==> src/rtl/xc_pkg.sv <==
package xc_pkg;
  localparam int XC_VA_W    = 32;
  localparam int XC_PA_W    = 32;
  localparam int XC_OFS_W   = 12;
  localparam int XC_ENTRIES = 32;

  typedef enum logic [1:0] {
    XC_IDLE  = 2'd0,
    XC_WALK  = 2'd1,
    XC_RETRY = 2'd2
  } xc_state_e;
endpackage

==> src/rtl/xc_entry_array.sv <==
module xc_entry_array #(
  parameter int ENTRIES = 32,
  parameter int VPN_W   = 20,
  parameter int PPN_W   = 20,
  parameter int IDX_W   = 5
) (
  input  logic               clk,
  input  logic               rst_n,
  input  logic               flush_i,
  input  logic [VPN_W-1:0]   look_vpn_i,
  input  logic               fill_en_i,
  input  logic [IDX_W-1:0]   fill_idx_i,
  input  logic [VPN_W-1:0]   fill_vpn_i,
  input  logic [PPN_W-1:0]   fill_ppn_i,
  input  logic               fill_dirty_i,
  input  logic               mark_en_i,
  output logic [ENTRIES-1:0] hit_vec_o,
  output logic               hit_o,
  output logic [PPN_W-1:0]   hit_ppn_o,
  output logic               hit_dirty_o
);
  logic [ENTRIES-1:0][PPN_W-1:0] sel_ppn;
  logic [ENTRIES-1:0]            sel_dirty;

  for (genvar g = 0; g < ENTRIES; g++) begin : g_slot
    logic             val_q;
    logic             dty_q;
    logic [VPN_W-1:0] vpn_q;
    logic [PPN_W-1:0] ppn_q;
    logic             match;

    assign match        = val_q && (vpn_q == look_vpn_i);
    assign hit_vec_o[g] = match;
    assign sel_ppn[g]   = match ? ppn_q : '0;
    assign sel_dirty[g] = match & dty_q;

    always_ff @(posedge clk or negedge rst_n) begin
      if (!rst_n) begin
        val_q <= 1'b0;
        dty_q <= 1'b0;
        vpn_q <= '0;
        ppn_q <= '0;
      end else if (flush_i) begin
        val_q <= 1'b0;
      end else if (fill_en_i && (fill_idx_i == IDX_W'(g))) begin
        val_q <= 1'b1;
        dty_q <= fill_dirty_i;
        vpn_q <= fill_vpn_i;
        ppn_q <= fill_ppn_i;
      end else if (mark_en_i && match) begin
        dty_q <= 1'b1;
      end
    end
  end

  always_comb begin
    hit_ppn_o = '0;
    for (int i = 0; i < ENTRIES; i++) hit_ppn_o |= sel_ppn[i];
  end

  assign hit_o       = |hit_vec_o;
  assign hit_dirty_o = |sel_dirty;
endmodule

==> src/rtl/xc_victim_ptr.sv <==
module xc_victim_ptr #(
  parameter int ENTRIES = 32,
  parameter int IDX_W   = 5
) (
  input  logic             clk,
  input  logic             rst_n,
  input  logic             flush_i,
  input  logic             adv_i,
  output logic [IDX_W-1:0] ptr_o
);
  function automatic logic [IDX_W-1:0] wrap_inc(input logic [IDX_W-1:0] p);
    return (p == IDX_W'(ENTRIES - 1)) ? '0 : p + 1'b1;
  endfunction

  always_ff @(posedge clk or negedge rst_n) begin
    if (!rst_n)       ptr_o <= '0;
    else if (flush_i) ptr_o <= '0;
    else if (adv_i)   ptr_o <= wrap_inc(ptr_o);
  end
endmodule

==> src/rtl/xc_ctrl.sv <==
module xc_ctrl
  import xc_pkg::*;
#(
  parameter int VA_W  = 32,
  parameter int PA_W  = 32,
  parameter int OFS_W = 12,
  parameter int VPN_W = VA_W - OFS_W,
  parameter int PPN_W = PA_W - OFS_W
) (
  input  logic             clk,
  input  logic             rst_n,
  input  logic             flush_i,
  input  logic             req_valid_i,
  input  logic [VA_W-1:0]  req_vaddr_i,
  input  logic             req_write_i,
  input  logic             hit_i,
  input  logic [PPN_W-1:0] hit_ppn_i,
  input  logic             hit_dirty_i,
  input  logic             walk_ack_i,
  input  logic             walk_fault_i,
  output logic             ready_o,
  output logic [VPN_W-1:0] look_vpn_o,
  output logic             fill_en_o,
  output logic             mark_en_o,
  output logic             walk_req_o,
  output logic [VPN_W-1:0] walk_vpn_o,
  output logic             resp_valid_o,
  output logic             resp_hit_o,
  output logic             resp_fault_o,
  output logic             resp_set_dirty_o,
  output logic [PA_W-1:0]  resp_paddr_o
);
  function automatic logic [PA_W-1:0] join_pa(input logic [PPN_W-1:0] ppn,
                                              input logic [VA_W-1:0]  va);
    return {ppn, va[OFS_W-1:0]};
  endfunction

  function automatic logic [VPN_W-1:0] page_of(input logic [VA_W-1:0] va);
    return va[VA_W-1:OFS_W];
  endfunction

  xc_state_e        state_q, state_d;
  logic [VA_W-1:0]  hold_va_q;
  logic             hold_wr_q;
  logic [VA_W-1:0]  look_va;
  logic             look_wr;
  logic             accept, retry_go, probe, probe_hit, fault_ack;

  assign look_va   = (state_q == XC_IDLE) ? req_vaddr_i : hold_va_q;
  assign look_wr   = (state_q == XC_IDLE) ? req_write_i : hold_wr_q;
  assign ready_o   = (state_q == XC_IDLE) && !flush_i;
  assign accept    = ready_o && req_valid_i;
  assign retry_go  = (state_q == XC_RETRY) && !flush_i;
  assign probe     = accept || retry_go;
  assign probe_hit = probe && hit_i;
  assign fault_ack = (state_q == XC_WALK) && walk_ack_i && walk_fault_i;

  assign look_vpn_o = page_of(look_va);
  assign mark_en_o  = probe_hit && look_wr && !hit_dirty_i;
  assign fill_en_o  = (state_q == XC_WALK) && walk_ack_i && !walk_fault_i && !flush_i;
  assign walk_req_o = (state_q == XC_WALK);
  assign walk_vpn_o = page_of(hold_va_q);

  always_comb begin
    state_d = state_q;
    unique case (state_q)
      XC_IDLE:  if (accept && !hit_i) state_d = XC_WALK;
      XC_WALK:  if (walk_ack_i) state_d = walk_fault_i ? XC_IDLE : XC_RETRY;
      XC_RETRY: if (retry_go) state_d = hit_i ? XC_IDLE : XC_WALK;
      default:  state_d = XC_IDLE;
    endcase
  end

  always_ff @(posedge clk or negedge rst_n) begin
    if (!rst_n) begin
      state_q          <= XC_IDLE;
      hold_va_q        <= '0;
      hold_wr_q        <= 1'b0;
      resp_valid_o     <= 1'b0;
      resp_hit_o       <= 1'b0;
      resp_fault_o     <= 1'b0;
      resp_set_dirty_o <= 1'b0;
      resp_paddr_o     <= '0;
    end else begin
      state_q <= state_d;
      if (accept) begin
        hold_va_q <= req_vaddr_i;
        hold_wr_q <= req_write_i;
      end
      resp_valid_o     <= probe_hit || fault_ack;
      resp_hit_o       <= accept && hit_i;
      resp_fault_o     <= fault_ack;
      resp_set_dirty_o <= mark_en_o;
      resp_paddr_o     <= probe_hit ? join_pa(hit_ppn_i, look_va) : '0;
    end
  end
endmodule

==> src/rtl/xlat_cache.sv <==
module xlat_cache
  import xc_pkg::*;
#(
  parameter int VA_W    = XC_VA_W,
  parameter int PA_W    = XC_PA_W,
  parameter int OFS_W   = XC_OFS_W,
  parameter int ENTRIES = XC_ENTRIES,
  localparam int VPN_W  = VA_W - OFS_W,
  localparam int PPN_W  = PA_W - OFS_W,
  localparam int IDX_W  = $clog2(ENTRIES)
) (
  input  logic             clk,
  input  logic             rst_n,
  input  logic             flush_i,
  input  logic             req_valid_i,
  input  logic [VA_W-1:0]  req_vaddr_i,
  input  logic             req_write_i,
  output logic             req_ready_o,
  output logic             resp_valid_o,
  output logic             resp_hit_o,
  output logic             resp_fault_o,
  output logic             resp_set_dirty_o,
  output logic [PA_W-1:0]  resp_paddr_o,
  output logic             walk_req_o,
  output logic [VPN_W-1:0] walk_vpn_o,
  input  logic             walk_ack_i,
  input  logic [PPN_W-1:0] walk_ppn_i,
  input  logic             walk_dirty_i,
  input  logic             walk_fault_i
);
  logic [ENTRIES-1:0] hit_vec;
  logic               look_hit;
  logic [PPN_W-1:0]   look_ppn;
  logic               look_dirty;
  logic [VPN_W-1:0]   look_vpn;
  logic               fill_en;
  logic               mark_en;
  logic [IDX_W-1:0]   victim_ptr;

  xc_entry_array #(
    .ENTRIES(ENTRIES), .VPN_W(VPN_W), .PPN_W(PPN_W), .IDX_W(IDX_W)
  ) u_array (
    .clk(clk), .rst_n(rst_n), .flush_i(flush_i),
    .look_vpn_i(look_vpn),
    .fill_en_i(fill_en), .fill_idx_i(victim_ptr),
    .fill_vpn_i(walk_vpn_o), .fill_ppn_i(walk_ppn_i), .fill_dirty_i(walk_dirty_i),
    .mark_en_i(mark_en),
    .hit_vec_o(hit_vec), .hit_o(look_hit), .hit_ppn_o(look_ppn), .hit_dirty_o(look_dirty)
  );

  xc_victim_ptr #(.ENTRIES(ENTRIES), .IDX_W(IDX_W)) u_victim (
    .clk(clk), .rst_n(rst_n), .flush_i(flush_i), .adv_i(fill_en), .ptr_o(victim_ptr)
  );

  xc_ctrl #(
    .VA_W(VA_W), .PA_W(PA_W), .OFS_W(OFS_W), .VPN_W(VPN_W), .PPN_W(PPN_W)
  ) u_ctrl (
    .clk(clk), .rst_n(rst_n), .flush_i(flush_i),
    .req_valid_i(req_valid_i), .req_vaddr_i(req_vaddr_i), .req_write_i(req_write_i),
    .hit_i(look_hit), .hit_ppn_i(look_ppn), .hit_dirty_i(look_dirty),
    .walk_ack_i(walk_ack_i), .walk_fault_i(walk_fault_i),
    .ready_o(req_ready_o), .look_vpn_o(look_vpn),
    .fill_en_o(fill_en), .mark_en_o(mark_en),
    .walk_req_o(walk_req_o), .walk_vpn_o(walk_vpn_o),
    .resp_valid_o(resp_valid_o), .resp_hit_o(resp_hit_o), .resp_fault_o(resp_fault_o),
    .resp_set_dirty_o(resp_set_dirty_o), .resp_paddr_o(resp_paddr_o)
  );
endmodule

==> config.mk <==
export PLATFORM = sky130hd
export DESIGN_NAME = xlat_cache
export DESIGN_NICKNAME = d
export VERILOG_FILES = /design/src/rtl/xc_pkg.sv /design/src/rtl/xc_entry_array.sv /design/src/rtl/xc_victim_ptr.sv /design/src/rtl/xc_ctrl.sv /design/src/rtl/xlat_cache.sv
export SDC_FILE = /design/constraint.sdc
export NUM_CORES = 2
export LEC_CHECK = 0
export ABC_AREA = 1
export BUFFER_PORTS_ARGS = -buffer_cell sky130_fd_sc_hd__buf_2
export CORE_ASPECT_RATIO = 0.7
export CORE_MARGIN = 2
export CORE_UTILIZATION = 54
export DETAILED_ROUTE_END_ITERATION = 12
export HOLD_SLACK_MARGIN = 0.03
export PLACE_DENSITY = 0.7
export SYNTH_ARGS = -nofsm -noshare
export SYNTH_HDL_FRONTEND = slang
export SYNTH_SLANG_ARGS = --single-unit
==> constraint.sdc <==
create_clock -name clk -period 3.45 [get_ports clk]
set_input_delay 0.69 -clock clk [delete_from_list [all_inputs] [get_ports clk]]
set_output_delay 0.69 -clock clk [all_outputs]
set_load 0.01 [all_outputs]
==> results.txt <==
The flow ran to the end, but the final reports show violations. The final reports fail on negative setup slack. The number of non-filler instances in the completed layout is 10440. The core box area is 0.1220 sq mm.

The register area share after synthesis is 53.37%. The relative max-transition margin came out at 25.06%. The worst setup path is of the reg -> reg kind. The number of max-slew violations in the final report is 0. The number of clock sinks seen by CTS came out at 1420. The setup-violating endpoint count in the final report came out at 4. For this run, the share of the core covered by cells in the final layout is 65.04%. Relative to the synthesized area, the layout overhead comes to 19.14%. Leaving out fill and tap cells, the most frequent cells in the layout are 2959 x sky130_fd_sc_hd__nand2_1, 1486 x sky130_fd_sc_hd__o21ai_0, 1418 x sky130_fd_sc_hd__dfrtp_1. The number of top-level pins is 118.

The post-place instance area came out at 0.07313 sq mm. The required time at the worst-slack endpoint came out at 4.12 ns. The worst hold slack across all endpoints is 0.1699 ns. The register bit total from synthesis came out at 1420. The average vias per placed instance came out at 6.097. The clock tree from TritonCTS is done. STA classifies the critical path startpoint as a register. The synthesized area divided by synthesized cell count came out at 7.894 sq um. After synthesis, the largest family of logic cells by area is simple AND/OR/NAND/NOR gates.

The share of synthesized cell area in full adder, half adder and majority cells came out at 0.1128%. The die span in x is 423.7 microns. Leaving out fill and tap cells, the most frequent cell in the layout is sky130_fd_sc_hd__nand2_1. For this block, the routed nets add up to 271800 microns of wire.

The number of buffers added by the clock tree synthesis step came out at 141. The detailed router's first-iteration violation count is 11890. Of the total synthesized cell area, the portion taken by XOR and XNOR cells is 0.7104%. The largest net degree at the start of global routing is 133. The post-layout instance area is 0.07932 sq mm. The first global-routing pass estimated 393100 microns of wire. The detailed-placement wirelength estimate came out at 171800 microns.

The hold violation count in the final report came out at 0. After global routing the overflow that remains totals 0. The largest buffer count on any clock path came out at 3. The full die area came out at 0.1262 sq mm. The total via count after detailed routing is 63620. The initial utilization of the core area, before any placement, comes to 54.59%. The synthesized cell area came out at 0.06658 sq mm. STA classifies the critical path endpoint as a register. The peak ir drop on the vdd network came out at 0.5409 mV. In this run the worst hold path is classified as in -> reg.

The routed wire length per instance is 26.05 microns. The number of buffer cells added on primary ports came out at 117. The clock skew came out at 0.02632 ns. The unique cell type count in the Yosys netlist came out at 33. Clock-pin slew was measured on the worst setup and hold paths at 0.06 ns. The highest attainable clock frequency came out at 288.5 MHz. Synthesis produced 8434 cells. The number of warnings issued by yosys is 0. The via count of the first global-routing pass is 58560. Counting flops with a built-in enable in the synthesized netlist gives 0. The fraction of the mapped netlist area in compound gates came out at 15.93%. The slew at the pin closest to its max-slew limit came out at 1.124 ns.

The worst path in the final design needs a cycle of 3.466 ns, including I/O delays and setup. At the placement stage, the worst setup path has a slack of -0.2470 ns. Setup repair after global routing could not meet its margin everywhere.

The post-route setup TNS came out at -0.02984 ns. The initial antenna violation count is 11. Before antenna repair, the detailed router went through 10 iterations. Total power for the finished layout comes to 57.63 mW. After the last flow step, the layout net total stands at 8755. The number of cells in the design after placement is 10140.

The worst path setup slack after routing is -0.01612 ns. The async set-reset flop share out of synthesis came out at 100.0%. The number of nets with antenna violations after detailed routing came out at 0. The reported max-cap violation count came out at 0. The net count after synthesis came out at 8500.

The DRC violation count after routing came out at 0. At the end of routability-driven placement, the weighted congestion stood at 1.021. In the synthesized netlist the dominant register cell turns out to be sky130_fd_sc_hd__dfrtp_1. The die is 297.8 microns tall. The number of levels in the clock H-tree came out at 4. STA puts the critical path data arrival time at 4.13 ns. In this run the static leakage power is 38.31 nW. The top fanout value on the critical path came out at 25. The fraction of final layout cells sized beyond drive strength 1 is 13.55%. The power per cell area came out at 726.5 mW/mm^2. The aggregate global-route resource usage came out at 42.23%.

The cell sitting at the root of the clock tree is a sky130_fd_sc_hd__clkbuf_16. The total number of placement rows came out at 107. Of the post-synthesis cell area, the part taken by muxes is 0%. The clock latency on the worst-skew pair came out at 0.79 ns. Summing the areas of all and, or, nand and nor instances in the mapped netlist gives 22.57% of the synthesized area. The final cycle utilization of the critical path is 100.5%.
synthesized netlist by cell type (5+ instances only):
| cell | n | area, sq um |
|---|---|---|
| sky130_fd_sc_hd__nand2_2 | 40 | 250.2 |
| sky130_fd_sc_hd__clkbuf_1 | 476 | 1787 |
| sky130_fd_sc_hd__dfrtp_1 | 1420 | 35530 |
| sky130_fd_sc_hd__buf_2 | 79 | 395.4 |
| sky130_fd_sc_hd__o211ai_1 | 30 | 225.2 |
| sky130_fd_sc_hd__inv_2 | 5 | 18.77 |
| sky130_fd_sc_hd__o21ai_0 | 1491 | 7462 |
| sky130_fd_sc_hd__a22oi_1 | 320 | 2402 |
| sky130_fd_sc_hd__nor2_2 | 8 | 50.05 |
| sky130_fd_sc_hd__ha_1 | 6 | 75.07 |
| sky130_fd_sc_hd__a21oi_1 | 41 | 205.2 |
| sky130_fd_sc_hd__nand2_4 | 11 | 123.9 |
| sky130_fd_sc_hd__and2_1 | 6 | 37.54 |
| sky130_fd_sc_hd__nor2_1 | 508 | 1907 |
| sky130_fd_sc_hd__nor3_1 | 16 | 80.08 |
| sky130_fd_sc_hd__o21ai_1 | 36 | 180.2 |
| sky130_fd_sc_hd__inv_1 | 562 | 2110 |
| sky130_fd_sc_hd__nand3_1 | 155 | 775.7 |
| sky130_fd_sc_hd__or2_2 | 12 | 75.07 |
| sky130_fd_sc_hd__a211oi_1 | 12 | 90.09 |
| sky130_fd_sc_hd__xor2_1 | 54 | 473.0 |
| sky130_fd_sc_hd__nand4_1 | 52 | 325.3 |
| sky130_fd_sc_hd__nand3b_1 | 14 | 105.1 |
| sky130_fd_sc_hd__nand2_1 | 3008 | 11290 |
| sky130_fd_sc_hd__buf_6 | 15 | 168.9 |
| sky130_fd_sc_hd__buf_4 | 48 | 360.4 |
metal layers:
metal / global-route usage, % / vias up / share of wire, %
li1: - / 27560 / -
met5: 0 / - / 0.012
met4: 16.57 / 4 / 4.5
met2: 57.38 / 4743 / 40
met1: 62.17 / 30560 / 40
met3: 13.81 / 761 / 16
area by class of cell:
class,instances,area (sq um)
fill,10330,42640
sequential,1420,35540
multi-input combinational,5826,27030
timing repair buffer,732,7719
clock buffer,211,4330
inverter,568,2135
tap,1635,2046
clock inverter,37,511.7
antenna,6,15.01
flip-flops by register name, indices dropped and copies added, names as in the netlist:
signal,cells
u_array.g_slot.ppn_q,640
u_array.g_slot.vpn_q,640
u_array.g_slot.dty_q,32
u_array.g_slot.val_q,32
u_ctrl.hold_va_q,32
u_ctrl.resp_paddr_o,32
u_victim.ptr_o,5
u_ctrl.state_q,2
u_ctrl.hold_wr_q,1
u_ctrl.resp_fault_o,1
u_ctrl.resp_hit_o,1
u_ctrl.resp_set_dirty_o,1
u_ctrl.resp_valid_o,1
cell families after synthesis:
group / Yosys count
adder cells (fa/ha/maj): 6
flip-flops: 1420
buffers and inverters: 1188
AND/OR/NAND/NOR: 3831
XOR/XNOR: 54
AO/OA/AOI/OAI: 1935
final timing paths:
path	cells past startpoint	slack (ns)	end	startpoint
max in group asynchronous	4	1.76	u_ctrl.state_q[0]$_DFFE_PN0P_	rst_n
hold reg to reg	2	0.48	u_array.g_slot[20].val_q$_DFFE_PN0P_	u_array.g_slot[20].val_q$_DFFE_PN0P_
min in group asynchronous	2	0.47	u_array.g_slot[14].vpn_q[12]$_DFFE_PN0P_	rst_n
hold / removal	3	0.17	u_ctrl.resp_fault_o$_DFF_PN0_	walk_fault_i
setup reg to reg	20	-0.02	u_ctrl.resp_paddr_o[11]$_DFF_PN0_	u_ctrl.state_q[1]$_DFFE_PN0P_
setup / recovery	20	-0.02	u_ctrl.resp_paddr_o[11]$_DFF_PN0_	u_ctrl.state_q[1]$_DFFE_PN0P_
what timing repair did:
action / in CTS / in global routing
resized for setup: 40 / 144
gates cloned: 0 / 13
buffers inserted: 0 / 27
setup endpoints to repair: 67 / 67
endpoints found under the hold margin: 46 / 0
hold buffers: 1 / 0
pin swaps: 2 / 32
critical path, cell delays in order, from the launching register on:
cell	delay, ns
sky130_fd_sc_hd__dfrtp_2	0.44
sky130_fd_sc_hd__nor2_4	0.16
sky130_fd_sc_hd__buf_6	0.15
sky130_fd_sc_hd__buf_6	0.16
sky130_fd_sc_hd__nand2_1	0.09
sky130_fd_sc_hd__buf_4	0.14
sky130_fd_sc_hd__nand3_1	0.09
sky130_fd_sc_hd__nand2_1	0.06
sky130_fd_sc_hd__nor2_1	0.42
sky130_fd_sc_hd__nand2_1	0.13
sky130_fd_sc_hd__nor2_1	0.18
sky130_fd_sc_hd__nand3_2	0.15
sky130_fd_sc_hd__nand2_1	0.10
sky130_fd_sc_hd__nor2_1	0.04
sky130_fd_sc_hd__buf_4	0.14
sky130_fd_sc_hd__nand2_1	0.07
sky130_fd_sc_hd__nor2_2	0.06
sky130_fd_sc_hd__a21oi_4	0.21
sky130_fd_sc_hd__inv_2	0.09
sky130_fd_sc_hd__buf_12	0.19
sky130_fd_sc_hd__a211oi_1	0.25
where the power goes:
group | internal [mW] | leakage [nW] | switching [mW]
clock network | 9.50 | 2.40 | 6.92
logic | 7.79 | 16.5 | 15.6
registers | 17.3 | 19.4 | 0.560
total | 34.6 | 38.3 | 23.1
(Power assumes the default switching activity.)
